<file path="src/rtl/tlbrs_pkg.sv">
package tlbrs_pkg;

    localparam int PLRU_W   = 6;
    localparam int NUM_WAYS = 4;
    localparam int WAY_W    = $clog2(NUM_WAYS);

    // Bits forced low by a hit on a given entry
    function automatic logic [PLRU_W-1:0] hit_clr_mask(input logic [WAY_W-1:0] w);
        logic [PLRU_W-1:0] m;
        case (w)
            2'd0:    m = 6'b111000;
            2'd1:    m = 6'b000110;
            2'd2:    m = 6'b000001;
            default: m = 6'b000000;
        endcase
        return m;
    endfunction

    // Bits forced high by a hit on a given entry
    function automatic logic [PLRU_W-1:0] hit_set_mask(input logic [WAY_W-1:0] w);
        logic [PLRU_W-1:0] m;
        case (w)
            2'd0:    m = 6'b000000;
            2'd1:    m = 6'b100000;
            2'd2:    m = 6'b010100;
            default: m = 6'b001011;
        endcase
        return m;
    endfunction

    // Bits that take part in the eviction rule of one entry
    function automatic logic [PLRU_W-1:0] rule_care(input int w);
        logic [PLRU_W-1:0] m;
        case (w)
            0:       m = 6'b111000;
            1:       m = 6'b100110;
            2:       m = 6'b010101;
            default: m = 6'b001011;
        endcase
        return m;
    endfunction

    // Required values of the cared-for bits
    function automatic logic [PLRU_W-1:0] rule_value(input int w);
        logic [PLRU_W-1:0] m;
        case (w)
            0:       m = 6'b111000;
            1:       m = 6'b000110;
            2:       m = 6'b000001;
            default: m = 6'b000000;
        endcase
        return m;
    endfunction

endpackage

</file>
<file path="src/rtl/tlbrs_plru_state.sv">
module tlbrs_plru_state
    import tlbrs_pkg::*;
(
    input  logic              clk,
    input  logic              rst_n,
    input  logic              hit_valid,
    input  logic [WAY_W-1:0]  hit_way,
    input  logic              ld_en,
    input  logic [PLRU_W-1:0] ld_bits,
    output logic [PLRU_W-1:0] bits_q
);

    typedef struct packed {
        logic [PLRU_W-1:0] bits;
    } plru_st_t;

    plru_st_t st_d, st_q;

    always_comb begin
        st_d = st_q;
        if (ld_en) begin
            st_d.bits = ld_bits;
        end else if (hit_valid) begin
            st_d.bits = (st_q.bits & ~hit_clr_mask(hit_way)) | hit_set_mask(hit_way);
        end
    end

    always_ff @(posedge clk) begin
        if (!rst_n) st_q <= '0;
        else        st_q <= st_d;
    end

    assign bits_q = st_q.bits;

    a_r2_hit0: assert property (@(posedge clk) disable iff (!rst_n)
        (hit_valid && !ld_en && hit_way == 2'd0)
        |=> (bits_q[5:3] == 3'b000 && bits_q[2:0] == $past(bits_q[2:0])));

    a_r3_hit1: assert property (@(posedge clk) disable iff (!rst_n)
        (hit_valid && !ld_en && hit_way == 2'd1)
        |=> (bits_q[5] && !bits_q[2] && !bits_q[1]));

    a_r4_hit2: assert property (@(posedge clk) disable iff (!rst_n)
        (hit_valid && !ld_en && hit_way == 2'd2)
        |=> (bits_q[4] && bits_q[2] && !bits_q[0]));

    a_r5_hit3: assert property (@(posedge clk) disable iff (!rst_n)
        (hit_valid && !ld_en && hit_way == 2'd3)
        |=> (bits_q[3] && bits_q[1] && bits_q[0] && bits_q[5:4] == $past(bits_q[5:4])));

    a_r10_load: assert property (@(posedge clk) disable iff (!rst_n)
        ld_en |=> (bits_q == $past(ld_bits)));

    a_r11_hold: assert property (@(posedge clk) disable iff (!rst_n)
        (!ld_en && !hit_valid) |=> $stable(bits_q));

endmodule

</file>
<file path="src/rtl/tlbrs_victim_dec.sv">
module tlbrs_victim_dec
    import tlbrs_pkg::*;
(
    input  logic [PLRU_W-1:0] bits,
    output logic [WAY_W-1:0]  victim,
    output logic              err
);

    logic [NUM_WAYS-1:0] rule_hit;

    for (genvar g = 0; g < NUM_WAYS; g++) begin : g_rule
        assign rule_hit[g] = ((bits & rule_care(g)) == rule_value(g));
    end

    // Lowest-numbered matching rule wins
    always_comb begin
        victim = '0;
        err    = 1'b1;
        for (int i = NUM_WAYS - 1; i >= 0; i--) begin
            if (rule_hit[i]) begin
                victim = WAY_W'(i);
                err    = 1'b0;
            end
        end
    end

endmodule

</file>
<file path="src/rtl/tlbrs_rr_counter.sv">
module tlbrs_rr_counter #(
    parameter int CNT_W = 6
) (
    input  logic             clk,
    input  logic             rst_n,
    input  logic             step,
    input  logic             ld_en,
    input  logic [CNT_W-1:0] ld_cnt,
    input  logic [CNT_W-1:0] ld_bound,
    output logic [CNT_W-1:0] cnt_q,
    output logic [CNT_W-1:0] bound_q
);

    localparam logic [CNT_W-1:0] LAST_IDX = {CNT_W{1'b1}};

    typedef struct packed {
        logic [CNT_W-1:0] cnt;
        logic [CNT_W-1:0] bound;
    } rr_st_t;

    rr_st_t st_d, st_q;
    logic [CNT_W-1:0] bumped;

    always_comb begin
        st_d   = st_q;
        bumped = st_q.cnt + 1'b1;
        if (ld_en) begin
            st_d.cnt   = ld_cnt;
            st_d.bound = ld_bound;
        end else if (step) begin
            if (bumped == st_q.bound || bumped == LAST_IDX) st_d.cnt = '0;
            else                                            st_d.cnt = bumped;
        end
    end

    always_ff @(posedge clk) begin
        if (!rst_n) st_q <= '0;
        else        st_q <= st_d;
    end

    assign cnt_q   = st_q.cnt;
    assign bound_q = st_q.bound;

    a_r8_wrap_bound: assert property (@(posedge clk) disable iff (!rst_n)
        (step && !ld_en && CNT_W'(cnt_q + 1'b1) == bound_q) |=> (cnt_q == '0));

    a_r9_never_last: assert property (@(posedge clk) disable iff (!rst_n)
        (step && !ld_en) |=> (cnt_q != LAST_IDX));

    a_r8_bound_kept: assert property (@(posedge clk) disable iff (!rst_n)
        !ld_en |=> $stable(bound_q));

    a_r11_cnt_hold: assert property (@(posedge clk) disable iff (!rst_n)
        (!ld_en && !step) |=> $stable(cnt_q));

endmodule

</file>
<file path="src/rtl/tlb_repl_state.sv">
module tlb_repl_state
    import tlbrs_pkg::*;
#(
    parameter int CNT_W     = 6,
    parameter int CTRL_W    = 32,
    parameter int LRU_LSB   = 26,
    parameter int BOUND_LSB = 18,
    parameter int CNT_LSB   = 10
) (
    input  logic              clk,
    input  logic              rst_n,
    input  logic              hit_valid,
    input  logic [1:0]        hit_way,
    input  logic              access_strobe,
    input  logic              sw_wr,
    input  logic [31:0]       sw_data,
    output logic [1:0]        victim_idx,
    output logic              err_lru,
    output logic [31:0]       ctrl_word
);

    logic [PLRU_W-1:0] lru_bits;
    logic [CNT_W-1:0]  rr_cnt;
    logic [CNT_W-1:0]  rr_bound;

    tlbrs_plru_state u_plru (
        .clk       (clk),
        .rst_n     (rst_n),
        .hit_valid (hit_valid),
        .hit_way   (hit_way),
        .ld_en     (sw_wr),
        .ld_bits   (sw_data[LRU_LSB +: PLRU_W]),
        .bits_q    (lru_bits)
    );

    tlbrs_victim_dec u_vdec (
        .bits   (lru_bits),
        .victim (victim_idx),
        .err    (err_lru)
    );

    tlbrs_rr_counter #(.CNT_W(CNT_W)) u_rr (
        .clk      (clk),
        .rst_n    (rst_n),
        .step     (access_strobe),
        .ld_en    (sw_wr),
        .ld_cnt   (sw_data[CNT_LSB +: CNT_W]),
        .ld_bound (sw_data[BOUND_LSB +: CNT_W]),
        .cnt_q    (rr_cnt),
        .bound_q  (rr_bound)
    );

    always_comb begin
        ctrl_word = '0;
        ctrl_word[LRU_LSB   +: PLRU_W] = lru_bits;
        ctrl_word[BOUND_LSB +: CNT_W]  = rr_bound;
        ctrl_word[CNT_LSB   +: CNT_W]  = rr_cnt;
    end

    a_r7_err_picks0: assert property (@(posedge clk) disable iff (!rst_n)
        err_lru |-> (victim_idx == 2'd0));

    a_r6_first_rule: assert property (@(posedge clk) disable iff (!rst_n)
        (ctrl_word[31:29] == 3'b111) |-> (victim_idx == 2'd0 && !err_lru));

    a_r10_sw_wins: assert property (@(posedge clk) disable iff (!rst_n)
        sw_wr |=> (ctrl_word[15:10] == $past(sw_data[15:10])
                   && ctrl_word[23:18] == $past(sw_data[23:18])));

    a_r12_zero_gaps: assert property (@(posedge clk) disable iff (!rst_n)
        (ctrl_word[25:24] == 2'b00 && ctrl_word[17:16] == 2'b00 && ctrl_word[9:0] == 10'd0));

endmodule

</file>
<file path="config.mk">
export PLATFORM = sky130hd
export DESIGN_NAME = tlb_repl_state
export DESIGN_NICKNAME = d
export VERILOG_FILES = /design/src/rtl/tlbrs_pkg.sv /design/src/rtl/tlbrs_plru_state.sv /design/src/rtl/tlbrs_victim_dec.sv /design/src/rtl/tlbrs_rr_counter.sv /design/src/rtl/tlb_repl_state.sv
export SDC_FILE = /design/constraint.sdc
export NUM_CORES = 1
export LEC_CHECK = 0
export ABC_AREA = 1
export BUFFER_PORTS_ARGS = -buffer_cell sky130_fd_sc_hd__buf_2
export CAP_MARGIN = 20
export CORE_ASPECT_RATIO = 1.1
export CORE_UTILIZATION = 45
export DETAILED_ROUTE_END_ITERATION = 8
export GPL_TIMING_DRIVEN = 0
export PLACE_DENSITY = 0.81
export SYNTH_ARGS = -nofsm -noshare
export SYNTH_HDL_FRONTEND = slang
export SYNTH_HIERARCHICAL = 1
export SYNTH_SLANG_ARGS = --single-unit
export TNS_END_PERCENT = 30
</file>
<file path="constraint.sdc">
create_clock -name clk -period 3 [get_ports clk]
set_input_delay 0.15 -clock clk [delete_from_list [all_inputs] [get_ports clk]]
set_output_delay 0.15 -clock clk [all_outputs]
set_load 0.05 [all_outputs]
</file>
==> results_dict.tcl, run 1 <==
set metrics [dict create \
    endpoint "u_rr/cnt_q[2]$_SDFFE_PN0P_" \
    max-vdd-ir-drop_uv 207 \
    hold_viol 0 \
    crit_arrival_ns 1.98 \
    yosysUniqueCellTypes 27 \
    timing.final.crit_share 0.595 \
    worstHoldPathType "in2reg" \
    h-tree-depth 1 \
    cellPowerDensity_nw_per_um2 419 \
    worstPathRequired_ns 3.19 \
    synthArstFlopShare 0 \
    max_freq_mhz 560 \
    cts_tree "done" \
    grt_overflow_total 0 \
    num_vias 1410 \
    drv_cap 0 \
    n_antenna_cell 0 \
    routed_via_density 4.78 \
    clk_latency_ns 0.29 \
    routed_wl_um 3070 \
    initial_core_util 0.482 \
    clockRootBuffer "clkbuf_4" \
    layout.nets 304 \
    leakagePower_nw 0.889 \
    fin_worst_skew_ns 0.00315 \
    postSynthCellCount 201 \
    rows 20 \
    routedWlPerCell_um 10.4 \
    n_fill_cell 278 \
    clk_pin_slew_ns 0.11 \
    gp_congestion 0.880 \
    syn_to_final_growth_pct 25.7 \
    critPathLaunchType "register" \
    dr.pass1.iters 4 \
    grt_pass1_vias 1193 \
    fin_crit_ns 1.79 \
    reg2reg_to "u_rr/cnt_q[2]$_SDFFE_PN0P_" \
    whs_ns 0.0940 \
    grt_max_degree 11 \
    avgSynthCellArea_um2 6.72 \
    pin_count 74 \
    port_buffers 44 \
    setup.worst_path.start "u_rr/cnt_q[0]$_SDFFE_PN0P_" \
    synth-edff-count 0 \
    ys_seq_area_frac 0.267 \
    fin_setup_tns_ns 0 \
    mappedNetlistArea_um2 1350 \
    dpl.hpwl_um 2500 \
    p_total_w 0.000711 \
    cts.sinks 18 \
    regToRegSetupSlack_ns 1.21 \
    die_area_um2 3220 \
    die_w_um 54.2 \
    antenna_found_initial 0 \
    die_h_um 59.4 \
    dp_worst_setup_slack_ns 1.21 \
    grt_usage 0.200 \
    cts_made_buffers 3 \
    synth_ff_type "dfxtp_1" \
    drt_iter0_drc 23 \
    report.final.slew_viol_count 0 \
    cts_post_setup_buffers_inserted 0 \
    rr_worst_depth 11 \
    crit_path_end_kind "register" \
    synth-seq-cells 18 \
    yosysWarningCount 6 \
    grt_pass1_wl_um 4730 \
    final-setup-viol-count 0 \
    cts_resized 0 \
    cp_max_fo 7 \
    drive_gt1_frac 0.351 \
    rsz0062_at_grt "no" \
    crit_type "reg2reg" \
    setup_ws_ns 1.21 \
    outcome "complete, no violations" \
    coreArea_um2 2800 \
    postCtsHoldBufs 0 \
    r2r_start "u_rr/cnt_q[0]$_SDFFE_PN0P_" \
    drc 0 \
    cts_buffer_depth 2 \
    ant_nets 0 \
]
-- cell usage after synthesis, types with 2 or more instances --
cell type | count | area (um^2)
nand4_1 | 3 | 18.8
nand3b_1 | 2 | 15.0
o21ai_0 | 6 | 30.0
inv_1 | 23 | 86.3
buf_4 | 15 | 113
nand2_2 | 10 | 62.6
nor2_1 | 18 | 67.6
nand2_4 | 2 | 22.5
nand3_1 | 18 | 90.1
clkbuf_1 | 2 | 7.51
nand3_4 | 2 | 35.0
o21ai_1 | 5 | 25.0
nor2_2 | 4 | 25.0
ha_1 | 2 | 25.0
a22oi_1 | 6 | 45.0
nand2_1 | 38 | 143
nor2_4 | 2 | 22.5
a21oi_1 | 13 | 65.1
nand3_2 | 2 | 20.0
a21oi_2 | 3 | 26.3
dfxtp_1 | 18 | 360
inv_2 | 2 | 7.51
-- per-stage QoR --
stage                      util  cell area [um^2]  std cells
after floorplan               -              1400        214
after global placement    0.592              1660        291
after detailed placement  0.592              1660        291
after CTS                 0.605              1700        295
after global routing      0.605              1700        295
final                     0.605              1700        295
-- placed cells by master (no fill, tap or decap) --
cell type / n
nand3_4: 2
o21ai_1: 5
nand3b_1: 2
clkbuf_1: 2
inv_1: 23
conb_1: 14
a21oi_2: 3
nand3_1: 18
nor2_2: 4
nand2_4: 2
o21bai_1: 1
a22oi_1: 6
inv_8: 1
nand2_1: 38
nand2_2: 10
inv_2: 2
clkinv_1: 1
ha_1: 2
nor2_1: 18
buf_4: 15
clkbuf_8: 1
clkbuf_4: 3
dfxtp_1: 18
o21ai_0: 6
a21oi_1: 13
buf_6: 1
nand4_1: 3
nand3_2: 2
nor2_4: 2
buf_2: 44
-- worst min path at each step --
| stage | startpoint | to | slack [ns] | cells past startpoint |
|---|---|---|---|---|
| after detailed placement | sw_data[20] | u_rr/bound_q[2]$_SDFFE_PN0P_ | 0.40 | 3 |
| final | sw_data[22] | u_rr/bound_q[4]$_SDFFE_PN0P_ | 0.09 | 3 |
| after global placement | sw_data[20] | u_rr/bound_q[2]$_SDFFE_PN0P_ | 0.39 | 3 |
| after floorplan | sw_data[20] | u_rr/bound_q[2]$_SDFFE_PN0P_ | 0.28 | 2 |
| after global routing | sw_data[20] | u_rr/bound_q[2]$_SDFFE_PN0P_ | 0.11 | 3 |
| after CTS | sw_data[20] | u_rr/bound_q[2]$_SDFFE_PN0P_ | 0.09 | 3 |
-- layer usage --
layer | vias to the layer above | GRT usage | part of all wire
met5 | - | 0 | 0
met4 | 0 | 0.0916 | 0.010
met3 | 4 | 0.0154 | 0.035
met2 | 40 | 0.383 | 0.53
met1 | 624 | 0.210 | 0.42
li1 | 742 | - | -
-- critical path: stages (launching register included) --
cell and delay, ns:
dfxtp_1 0.50, inv_2 0.11, ha_1 0.34, inv_1 0.05
nand2_1 0.06, nand2_1 0.04, nor2_1 0.09, nand3_1 0.11
nor2_4 0.12, nand3_4 0.11, nand3_1 0.09, a21oi_1 0.06
-- cell families (layout without fill, tap and decap cells) --
family,Yosys count,count (layout),share of synthesized area
adders and majority gates,2,2,0.0185
AOI/OAI and AO/OA,34,34,0.147
other,1,14,0.00278
and+or+nand+nor,101,101,0.386
DFF,18,18,0.267
buffers and inverters,45,93,0.178
-- report_power, final --
part	switching [W]	internal, W	total (W)
logic	0.000203	0.0000798	0.000283
registers	0.0000195	0.000256	0.000275
clock network	0.0000784	0.0000739	0.000152
total	0.000301	0.000409	0.000711
-- cell type report --
class / instances / area, um^2 / share of cell area
Multi-Input combinational cell: 151 / 798 / 0.471
Sequential cell: 18 / 360 / 0.212
Timing Repair Buffer: 44 / 220 / 0.130
Buffer: 18 / 131 / 0.0774
Inverter: 27 / 109 / 0.0642
Tap cell: 33 / 41.3 / 0.0243
Clock buffer: 4 / 36.3 / 0.0214
Note: power is estimated with default switching activity, not from simulation.
==> run 2: changes to the inputs <==
- CORE_UTILIZATION: 45 -> 44
- PLACE_DENSITY: 0.81 -> 0.79
- clock period: 3 -> 1.75 ns (I/O delays scaled with it)
==> run 2 against run 1 <==
Compared with the run above:
- hold slack got worse by 0.070 ns
- largest cell class unchanged
- highest routed layer unchanged
- worst setup slack lost 1.1 ns
- cell count is 0.34% higher
- critical path depth down 1
==> results_dict.tcl, run 2 (synthesized netlist as in run 1, its figures left out) <==
set metrics [dict create \
    outcome "complete, no violations" \
    port_buffers 44 \
    final_common_cell "buf_2" \
    num_vias 1413 \
    routed_via_density 4.77 \
    drive_gt1_frac 0.369 \
    cts_made_buffers 3 \
    routed.top_layer "met4" \
    gp_congestion 0.859 \
    fin_worst_skew_ns 0.00536 \
    fin_setup_tns_ns 0 \
    crit_path_end_kind "register" \
    cts_tree "done" \
    die_w_um 54.8 \
    leakagePower_nw 0.893 \
    h-tree-depth 1 \
    clk_pin_slew_ns 0.11 \
    die_h_um 60.1 \
    final_cell_mix "buf_2 (44), nand2_1 (38), inv_1 (23)" \
    slowest_stage "dfxtp_2" \
    hold_viol 0 \
    cpPeakStageDelay_ns 0.45 \
    routed_wl_um 2920 \
    path_common_cell "nand2_1" \
    drt_iter0_drc 33 \
    multi_input_area_um2 813 \
    report.final.slew_viol_count 0 \
    grt_overflow_total 0 \
    die_area_um2 3290 \
    intPower_w 0.000708 \
    final-setup-viol-count 0 \
    register_area_um2 365 \
    timing.final.crit_share 0.912 \
    cts.sinks 18 \
    worstPathRequired_ns 1.94 \
    crit_arrival_ns 1.79 \
    dpl.hpwl_um 2410 \
    grt_max_degree 11 \
    crit_path_cell_trace "ha_2 -> inv_1 -> nand2_1 -> nand2_1 -> nand2_1 -> nand3_1 -> nor2_4 -> nand3_4 -> nand3_1 -> a21oi_1" \
    clk_latency_ns 0.29 \
    initial_core_util 0.477 \
    critPathLaunchType "register" \
    whs_ns 0.0244 \
    crit_type "reg2reg" \
    wl_met3_um 119 \
    rsz0062_at_grt "no" \
    worstHoldPathType "in2reg" \
    cellPowerDensity_nw_per_um2 708 \
    met2_length_um 1530 \
    cts_buffer_depth 2 \
    p_clk_frac 0.212 \
    dr.pass1.iters 4 \
    p_switching_w 0.000514 \
    route.layer.met1.wl_um 1250 \
    max-vdd-ir-drop_uv 393 \
    n_antenna_cell 0 \
    grt_pass1_vias 1132 \
    fin_crit_ns 1.60 \
    p_sw_frac 0.421 \
    syn_to_final_growth_pct 27.7 \
    drv_cap 0 \
    layout.nets 305 \
    postCtsHoldBufs 0 \
    pin_count 74 \
    rows 20 \
    max_freq_mhz 627 \
    combPwrFrac 0.401 \
    seq_power_share 0.387 \
    ant_nets 0 \
    clockRootBuffer "clkbuf_4" \
    grt_usage 0.192 \
    grt_pass1_wl_um 4600 \
    cp_max_fo 6 \
    drc 0 \
    routedWlPerCell_um 9.88 \
    n_fill_cell 288 \
    coreArea_um2 2830 \
    antenna_found_initial 0 \
]
## run 2: changes by cell type in the layout (fill, tap and decap cells not counted)
cell     previous run  this run
dfxtp_4             0         1
dfxtp_2             0         1
ha_2                0         1
ha_4                0         1
buf_4              15        16
ha_1                2         0
dfxtp_1            18        16
## run 2: power groups by stage
stage	combinational (W)	sequential, W	clock, W
3_5_place_dp	0.000482	0.000483	0
4_1_cts	0.000483	0.000473	0.000266
2_1_floorplan	0.000289	0.000575	0
6_report	0.000490	0.000473	0.000259
3_3_place_gp	0.000479	0.000482	0
5_1_grt	0.000533	0.000477	0.000285
## run 2: cell type report
cell class                      instances  share of cell area
Inverter                               27              0.0631
Multi-Input combinational cell        151               0.472
Buffer                                 18              0.0762
Timing Repair Buffer                   45               0.132
Clock buffer                            4              0.0210
Sequential cell                        18               0.212
Tap cell                               33              0.0239
## run 2: stage by stage
step	total power [W]	area, um^2	setup WS (ns)	utilization	cells
6_report	0.00122	1720	0.154	0.610	296
5_1_grt	0.00130	1720	0.0419	0.610	296
4_1_cts	0.00122	1700	0.0739	0.601	295
3_5_place_dp	0.000965	1660	0.0917	0.588	291
3_3_place_gp	0.000961	1660	0.0999	0.588	291
2_1_floorplan	0.000864	1400	0.0246	-	214
## run 2: timing repair
action / in CTS / in global routing
resized for setup: 0 / 3
buffers inserted: 0 / 1
setup endpoints to repair: 0 / 6
## run 2: final timing paths
check	endpoint	slack, ns	startpoint	depth (start not counted)
worst max register to register	u_rr/cnt_q[2]$_SDFFE_PN0P_	0.15	u_rr/cnt_q[1]$_SDFFE_PN0P_	10
worst min register to register	u_rr/bound_q[0]$_SDFFE_PN0P_	0.49	u_rr/bound_q[0]$_SDFFE_PN0P_	2
worst min-delay path	u_rr/bound_q[2]$_SDFFE_PN0P_	0.02	sw_data[20]	3
worst max-delay path	u_rr/cnt_q[2]$_SDFFE_PN0P_	0.15	u_rr/cnt_q[1]$_SDFFE_PN0P_	10
## run 2: worst max-delay path: cells and delay by family (launching register included)
kind,cells,cell delay (ns)
adders and majority gates,1,0.27
AOI/OAI and AO/OA,1,0.06
DFF,1,0.45
buffers and inverters,1,0.05
and+or+nand+nor,7,0.67
## run 2: metal layers
layer | global-route usage | up-vias
met5 | 0 | -
met4 | 0.0879 | 0
met3 | 0.0153 | 2
met2 | 0.344 | 35
met1 | 0.221 | 633
li1 | - | 743
